## config.mk

```make
export PLATFORM = sky130hd
export DESIGN_NAME = mont_pow2_reducer
export DESIGN_NICKNAME = d
export VERILOG_FILES = /design/src/rtl/mont_red_pkg.sv /design/src/rtl/mont_halve_step.sv /design/src/rtl/mont_final_sub.sv /design/src/rtl/mont_seq_ctrl.sv /design/src/rtl/mont_pow2_reducer.sv
export SDC_FILE = /design/constraint.sdc
export NUM_CORES = 1
export LEC_CHECK = 0
export BUFFER_PORTS_ARGS = -buffer_cell sky130_fd_sc_hd__buf_2
export CORE_MARGIN = 3
export CORE_UTILIZATION = 49
export DETAILED_ROUTE_END_ITERATION = 6
export GPL_TIMING_DRIVEN = 0
export PLACE_DENSITY = 0.67
export SYNTH_ARGS = -nofsm -noshare
export SYNTH_HDL_FRONTEND = slang
export SYNTH_HIERARCHICAL = 1
export SYNTH_SLANG_ARGS = --single-unit
```

## constraint.sdc

```tcl
create_clock -name clk_i -period 3.01 [get_ports clk_i]
set_input_delay 0.1505 -clock clk_i [delete_from_list [all_inputs] [get_ports clk_i]]
set_output_delay 0.1505 -clock clk_i [all_outputs]
set_load 0.005 [all_outputs]
```

## src/rtl/mont_red_pkg.sv

```systemverilog
package mont_red_pkg;
  typedef enum logic [1:0] {
    ST_IDLE = 2'd0,
    ST_RUN  = 2'd1,
    ST_FIX  = 2'd2,
    ST_DONE = 2'd3
  } red_state_e;
endpackage

```

## src/rtl/mont_halve_step.sv

```systemverilog
module mont_halve_step #(
  parameter int ACC_W   = 17,
  parameter int MODULUS = 4093
) (
  input  logic [ACC_W-1:0] acc_i,
  output logic [ACC_W-1:0] acc_o
);
  localparam logic [ACC_W:0] MOD_X = (ACC_W+1)'(MODULUS);

  logic [ACC_W:0] sum;

  // odd values take m first so the halving is exact
  always_comb begin
    sum   = {1'b0, acc_i} + (acc_i[0] ? MOD_X : '0);
    acc_o = ACC_W'(sum >> 1);
  end
endmodule

```

## src/rtl/mont_final_sub.sv

```systemverilog
module mont_final_sub #(
  parameter int ACC_W   = 17,
  parameter int RES_W   = 12,
  parameter int MODULUS = 4093
) (
  input  logic [ACC_W-1:0] acc_i,
  output logic [RES_W-1:0] res_o
);
  localparam logic [ACC_W-1:0] MOD_V = ACC_W'(MODULUS);

  logic             ge_mod;
  logic [ACC_W-1:0] diff;

  always_comb begin
    ge_mod = (acc_i >= MOD_V);
    diff   = acc_i - MOD_V;
    res_o  = RES_W'(ge_mod ? diff : acc_i);
  end
endmodule

```

## src/rtl/mont_seq_ctrl.sv

```systemverilog
module mont_seq_ctrl
  import mont_red_pkg::*;
#(
  parameter int SHIFT_K = 9
) (
  input  logic clk_i,
  input  logic rst_ni,
  input  logic start_i,
  output logic load_o,
  output logic step_o,
  output logic fix_o,
  output logic ready_o
);
  localparam int CNT_W = $clog2(SHIFT_K + 1);
  localparam logic [CNT_W-1:0] K_V = CNT_W'(SHIFT_K);
  localparam logic [CNT_W-1:0] ONE = CNT_W'(1);

  red_state_e       state_q, state_d;
  logic [CNT_W-1:0] cnt_q, cnt_d;
  logic             accept;

  always_comb begin
    accept  = start_i && (state_q == ST_IDLE || state_q == ST_DONE);
    state_d = state_q;
    cnt_d   = cnt_q;
    load_o  = 1'b0;
    step_o  = 1'b0;
    fix_o   = 1'b0;
    unique case (state_q)
      ST_IDLE, ST_DONE: begin
        if (accept) begin
          load_o  = 1'b1;
          cnt_d   = K_V;
          state_d = ST_RUN;
        end
      end
      ST_RUN: begin
        step_o = 1'b1;
        cnt_d  = cnt_q - ONE;
        if (cnt_q == ONE) state_d = ST_FIX;
      end
      ST_FIX: begin
        fix_o   = 1'b1;
        state_d = ST_DONE;
      end
      default: state_d = ST_IDLE;
    endcase
  end

  always_ff @(posedge clk_i or negedge rst_ni) begin
    if (!rst_ni) begin
      state_q <= ST_IDLE;
      cnt_q   <= '0;
    end else begin
      state_q <= state_d;
      cnt_q   <= cnt_d;
    end
  end

  assign ready_o = (state_q == ST_DONE);

  // iteration tally, used only by the latency check
  logic [CNT_W-1:0] runs_q;
  always_ff @(posedge clk_i or negedge rst_ni) begin
    if (!rst_ni)     runs_q <= '0;
    else if (load_o) runs_q <= '0;
    else if (step_o) runs_q <= runs_q + ONE;
  end


  iter_count_chk: assert property (@(posedge clk_i) disable iff (!rst_ni)
    $rose(ready_o) |-> runs_q == K_V);


  ready_hold_chk: assert property (@(posedge clk_i) disable iff (!rst_ni)
    (ready_o && !start_i) |=> ready_o);


  busy_start_chk: assert property (@(posedge clk_i) disable iff (!rst_ni)
    (state_q == ST_RUN && start_i && cnt_q > ONE) |=>
      (state_q == ST_RUN && cnt_q == $past(cnt_q) - ONE));


  restart_chk: assert property (@(posedge clk_i) disable iff (!rst_ni)
    (ready_o && start_i) |=> (!ready_o && state_q == ST_RUN));
endmodule

```

## src/rtl/mont_pow2_reducer.sv

```systemverilog
module mont_pow2_reducer #(
  parameter int DATA_W  = 16,
  parameter int MODULUS = 4093,
  parameter int SHIFT_K = 9,
  localparam int RES_W  = $clog2(MODULUS),
  localparam int OPW    = (DATA_W > RES_W) ? DATA_W : RES_W,
  localparam int ACC_W  = OPW + 1
) (
  input  logic              clk_i,
  input  logic              rst_ni,
  input  logic              start_i,
  input  logic [DATA_W-1:0] y_i,
  output logic [RES_W-1:0]  result_o,
  output logic              ready_o
);
  logic             load, step, fix;
  logic [ACC_W-1:0] acc_q, acc_next;
  logic [RES_W-1:0] res_q, res_next;

  mont_seq_ctrl #(.SHIFT_K(SHIFT_K)) i_ctrl (
    .clk_i   (clk_i),
    .rst_ni  (rst_ni),
    .start_i (start_i),
    .load_o  (load),
    .step_o  (step),
    .fix_o   (fix),
    .ready_o (ready_o)
  );

  mont_halve_step #(.ACC_W(ACC_W), .MODULUS(MODULUS)) i_step (
    .acc_i (acc_q),
    .acc_o (acc_next)
  );

  mont_final_sub #(.ACC_W(ACC_W), .RES_W(RES_W), .MODULUS(MODULUS)) i_fix (
    .acc_i (acc_q),
    .res_o (res_next)
  );

  always_ff @(posedge clk_i or negedge rst_ni) begin
    if (!rst_ni)   acc_q <= '0;
    else if (load) acc_q <= ACC_W'(y_i);
    else if (step) acc_q <= acc_next;
  end

  always_ff @(posedge clk_i or negedge rst_ni) begin
    if (!rst_ni)  res_q <= '0;
    else if (fix) res_q <= res_next;
  end

  assign result_o = res_q;


  no_overflow_chk: assert property (@(posedge clk_i) disable iff (!rst_ni)
    !acc_q[ACC_W-1]);


  reduced_chk: assert property (@(posedge clk_i) disable iff (!rst_ni)
    ready_o |-> ({1'b0, result_o} < (RES_W+1)'(MODULUS)));


  result_stable_chk: assert property (@(posedge clk_i) disable iff (!rst_ni)
    (ready_o && $past(ready_o)) |-> $stable(result_o));
endmodule

```

== Yosys cells after proc, flatten, opt, wreduce, memory -nomap -nowiden ==
Index checks and enable logic that the tools add are counted.

* Output and inout bits: 13
* Input bits: 19
* Word-level logic and storage cells: 35
* Register bits after elaboration: 35

* Reductions and logical operators: 8
* Equality and inequality tests: 6
* Magnitude comparators: 1
* Add/sub/neg operators: 3
* Multiplexer cells: 13

{| class="wikitable"
|+ Operator list
! operator !! number
|-
| $mux W17 || 2
|-
| $mux W12 || 2
|-
| $add A17 B12 Y18 || 1
|-
| $ge A17 B12 Y1 const B || 1
|-
| $sub A12 B12 Y12 const B || 1
|-
| $pmux W4 S2 || 1
|-
| $pmux W2 S3 || 1
|-
| $eq A2 B2 Y1 const B || 2
|-
| $eq A4 B1 Y1 const B || 1
|-
| $mux W1 || 4
|-
| $mux W2 || 2
|-
| $mux W4 || 1
|-
| $ne A2 B1 Y1 const B || 2
|-
| $reduce_and A2 Y1 || 2
|-
| $reduce_bool A2 Y1 || 2
|-
| $sub A4 B1 Y4 const B || 1
|-
| $eq A2 B1 Y1 const B || 1
|-
| $logic_not A2 Y1 || 1
|-
| $reduce_or A2 Y1 || 1
|-
| $logic_and A1 B1 Y1 || 1
|-
| $logic_or A1 B1 Y1 || 1
|}

== Logic depth before layout (Yosys ltp) ==
* Depth after elaboration: 6
* Depth in mapped cells: 9
* Depth with buffers taken out: 8

== By module ==
The synthesis kept the hierarchy.

{| class="wikitable"
|+ Modules (own cells, without submodules)
! module !! area each (um2) !! sequential area each (um2) !! instances !! cells an instance
|-
| mont_pow2_reducer || 1226.2 || 725.7 || 1 || 97
|-
| mont_halve_step || 735.7 || 0.0 || 1 || 96
|-
| mont_seq_ctrl || 401.6 || 150.1 || 1 || 40
|-
| mont_final_sub || 355.3 || 0.0 || 1 || 48
|}

== Least setup slack after synthesis ==
No wires, ideal clock.

* Path type: flip-flop to flip-flop
* Start point: reg acc_q[0]
* End point: reg res_q[10] (netlist: result_o[10])
* Setup slack: 0.607 ns
* Stages on the path, launching flop included: 8
* Data arrival time: 2.278 ns
* Setup time: 0.125 ns
* Period minus slack after synthesis: 2.403 ns
* Buffers on the path: 1
* Required time: 2.885 ns
* Cell sequence: dfrtp_1 ha_1 nor3_1 or4_4 buf_6 a2111oi_2 xor2_1 mux2_2

* Cells in the longest elaborated chain, start to end: 2
* Elaborated cells on any way between the ends: 3
* Those cells by class: 1 x add/sub; 1 x order compare; 1 x mux

{| class="wikitable"
|+ RTL lines
! element !! line !! source
|-
| from (decl) || mont_pow2_reducer.sv:17 || <nowiki>logic [ACC_W-1:0] acc_q, acc_next;</nowiki>
|-
| from (signal assigned) || mont_pow2_reducer.sv:42 || <nowiki>else if (load) acc_q <= ACC_W'(y_i);</nowiki>
|-
| from (signal assigned) || mont_pow2_reducer.sv:43 || <nowiki>else if (step) acc_q <= acc_next;</nowiki>
|-
| $ge A17 B12 Y1 / $sub A12 B12 Y12 (equally long branches) || mont_final_sub.sv:15, mont_final_sub.sv:16 ||
|-
| $mux W12 * || mont_final_sub.sv:17 || <nowiki>res_o = RES_W'(ge_mod ? diff : acc_i);</nowiki>
|-
| named net res_next[10] || mont_pow2_reducer.sv:18 || <nowiki>logic [RES_W-1:0] res_q, res_next;</nowiki>
|-
| to (signal assigned) || mont_pow2_reducer.sv:48 || <nowiki>else if (fix) res_q <= res_next;</nowiki>
|-
| to (decl) || mont_pow2_reducer.sv:18 ||
|}

The timed path passes the listed nets; every way through them passes the cells marked *.
A chain may end at the register's enable or synchronous reset.

== Worst setup path after layout ==
* Start point: reg acc_q[0]
* End point: reg res_q[8] (netlist: result_o[8])

The elaborated chain is that of the path after synthesis.

==> reports/qor.txt <==
CTS tree -> yes
Post-DP HPWL -> 4185 µm
RSZ-0062 raised after global routing -> no
row cnt -> 26
DR WL/cell -> 14.41 µm
Final Cycle Share -> 89.82%
Rel. slew slack -> 46.64%
Critical Path Source Type -> register
Ports -> 32
Worst-path clk slew -> 80 ps
Slew @ Worst Pin -> 800.4 ps
vias in the first global route -> 2096
clk sinks -> 35
met3 WL -> 227 µm
slack of the critical path -> 306.5 ps
Worst Path Required -> 3190 ps
post-synthesis register bit count -> 35
Post-Layout Cell Count -> 391
clk root buf -> clkbuf_8
clock buffer depth -> 2
vias per std cell -> 5.578
leakage power -> 1.362 nW
via count -> 2181
Fin Setup TNS -> 0 ps
Post-synth EDFFs -> 0
minimum clock period -> 2703 ps
Die ar. -> 6479 µm²
RD Place Congestion -> 0.8444
Synth area leaders -> dfrtp_1 32%, ha_1 8.7%, mux2i_1 7.4%, mux2_2 5.0%, nand2_1 4.0%
IO Port Bufs -> 31
gr usage total -> 19.73%
Worst Hold Class -> in -> reg
layout cells sized above 1 -> 25.86%
Place WS -> 299.3 ps
uppermost layer routed -> met4
setup violators final -> 0
Max Cap Viol -> 0
critical-path maximum fanout -> 20
Main synth FF type -> dfrtp_1
Post-CTS Setup Inserts -> 0
worst clock skew -> 5.777 ps
Die Y -> 80.49 µm
fmax -> 0.3699 GHz
Syn Nets -> 319
M1 WL -> 2803 µm
Pwr Density -> 1275 nW/µm²
YS warnings -> 6
drt pass-1 iters -> 4
Initial Utilization -> 51.91%
CTS Buf Count -> 5
largest net degree at the start of global routing -> 36
Cell Area, Placed -> 2962 µm²
Final Max Slew Viols -> 0
post-synth top area share -> 32.21%
nets -> 358
status -> finished clean
Yosys cell types -> 60
first-pass GRT wire length -> 9922 µm
Worst Path Class, Setup -> reg -> reg
core area -> 5238 µm²
Post-Syn Area -> 2719 µm²
Met2 Wirelength -> 2525 µm
H-tree Lvls -> 2
drt total wl -> 5635 µm
final std cell area, no fill -> 3075 µm²
cells after synthesis -> 281
chip width -> 80.49 µm
GR Overflow Total -> 0
Placed Cells -> 382
Worst EP arrival -> 2890 ps
post-synth top area cell -> dfrtp_1
First DRT Iteration DRCs -> 151
Peak supply drop -> 0.6502 mV
Worst R2R Path Depth -> 7
proportion of synthesized flip-flops having asynchronous set or reset -> 100.0%
register area share after synthesis -> 32.21%
Crit. End Element -> register
Routed Antenna Nets -> 0
Clock Latency Late Sink -> 290 ps
hold path depth -> 3
Fin. Hold Viols -> 0
residual DRC count -> 0
ant diodes -> 0
initial antenna violation count -> 0
Post-Syn Area per Cell -> 9.676 µm²
P&R area growth vs syn -> 13.12%
==> metal layers <==
layer  global-route usage [%]  up-vias
met3                    3.027        8
li1                         -     1098
met4                    6.419        0
met5                        0        -
met2                    30.63       45
met1                    27.92     1030
==> what timing repair did <==
| item | 4_1_cts | 5_1_grt |
|---|---|---|
| resized for setup | 0 | 0 |
| endpoints found under the hold margin | 35 | 0 |
| hold buffers | 1 | 0 |
| setup endpoints to repair | 0 | 0 |
==> synth_stat cells (10+ instances only) <==
cell type / count
o21ai_0: 11
inv_1: 12
nand2_1: 29
mux2i_1: 20
o21ai_1: 10
ha_1: 19
nor2_1: 10
xor2_1: 11
mux2_2: 12
xnor2_1: 11
dfrtp_1: 35
==> final timing paths <==
check | start | slack, ps | endpoint
setup / recovery | acc_q[0] | 310 | result_o[8]
hold / removal | y_i[15] | 60 | acc_q[15]
setup reg to reg | acc_q[0] | 310 | result_o[8]
hold reg to reg | result_o[7] | 500 | result_o[7]
max in group asynchronous | rst_ni | 2020 | acc_q[14]
min in group asynchronous | rst_ni | 480 | acc_q[10]
==> stage by stage <==
step	utilization, %	total power [mW]	hold WS, ps
floorplan	-	2.989	-145.1
global placement	56.55	3.494	288.8
detailed placement	56.55	3.538	293.2
CTS	58.72	3.942	58.44
global route	58.72	4.341	63.38
finish	58.72	3.920	59.03
==> kinds of logic (layout without fill, tap and decap cells) <==
group	after synthesis	after routing	share of synthesized area, %
fa+ha+maj	19	19	8.744
buf+inv	23	63	4.648
simple gates	81	81	16.15
compound gates	67	67	17.72
xor+xnor	22	22	7.087
flops	35	35	32.21
mux	34	34	13.44
==> flip-flops by register name (all words and copies together) (netlist names) <==
register and count:
acc_q 17, result_o 12, i_ctrl/cnt_q 4, i_ctrl/state_q 2
==> power by group <==
part	internal, mW	switching (mW)
combinational	1.21	1.32
clock	0.208	0.185
sequential	0.705	0.299
total	2.12	1.80
==> cell type report <==
type | count | area [µm²]
inverter | 12 | 45.04
timing repair buffer | 32 | 165.2
tap | 70 | 87.58
multi-input combinational | 223 | 1717
sequential | 35 | 875.8
clock buffer | 7 | 96.34
clock inverter | 1 | 7.507
fill | 482 | 2162
buffer | 11 | 81.33
==> cells in the final DEF, fill, tap and decap left out, types with 3 or more instances in the layout <==
master and count:
buf_2 35, dfrtp_1 35, nand2_1 29, mux2i_1 20
ha_1 19, mux2_2 12, inv_1 12, o21ai_0 11
xor2_1 11, xnor2_1 11, o21ai_1 10, nor2_1 10
a21oi_1 8, nand3_1 8, clkbuf_8 7, nor2b_1 5
nand4_1 4, a211oi_1 4, a21o_1 4, clkbuf_1 3
nand2b_1 3, nor3_1 3, a31oi_1 3, a21oi_2 3
a221oi_1 3
==> critical path: stages, from the launching register on <==
cell       delay, ps
dfrtp_1          800
ha_1             260
nor3_1            60
or4_4            540
buf_6            150
a2111oi_2        390
xor2_1           110
mux2_2           270
Note: power is estimated with default switching activity, not from simulation.
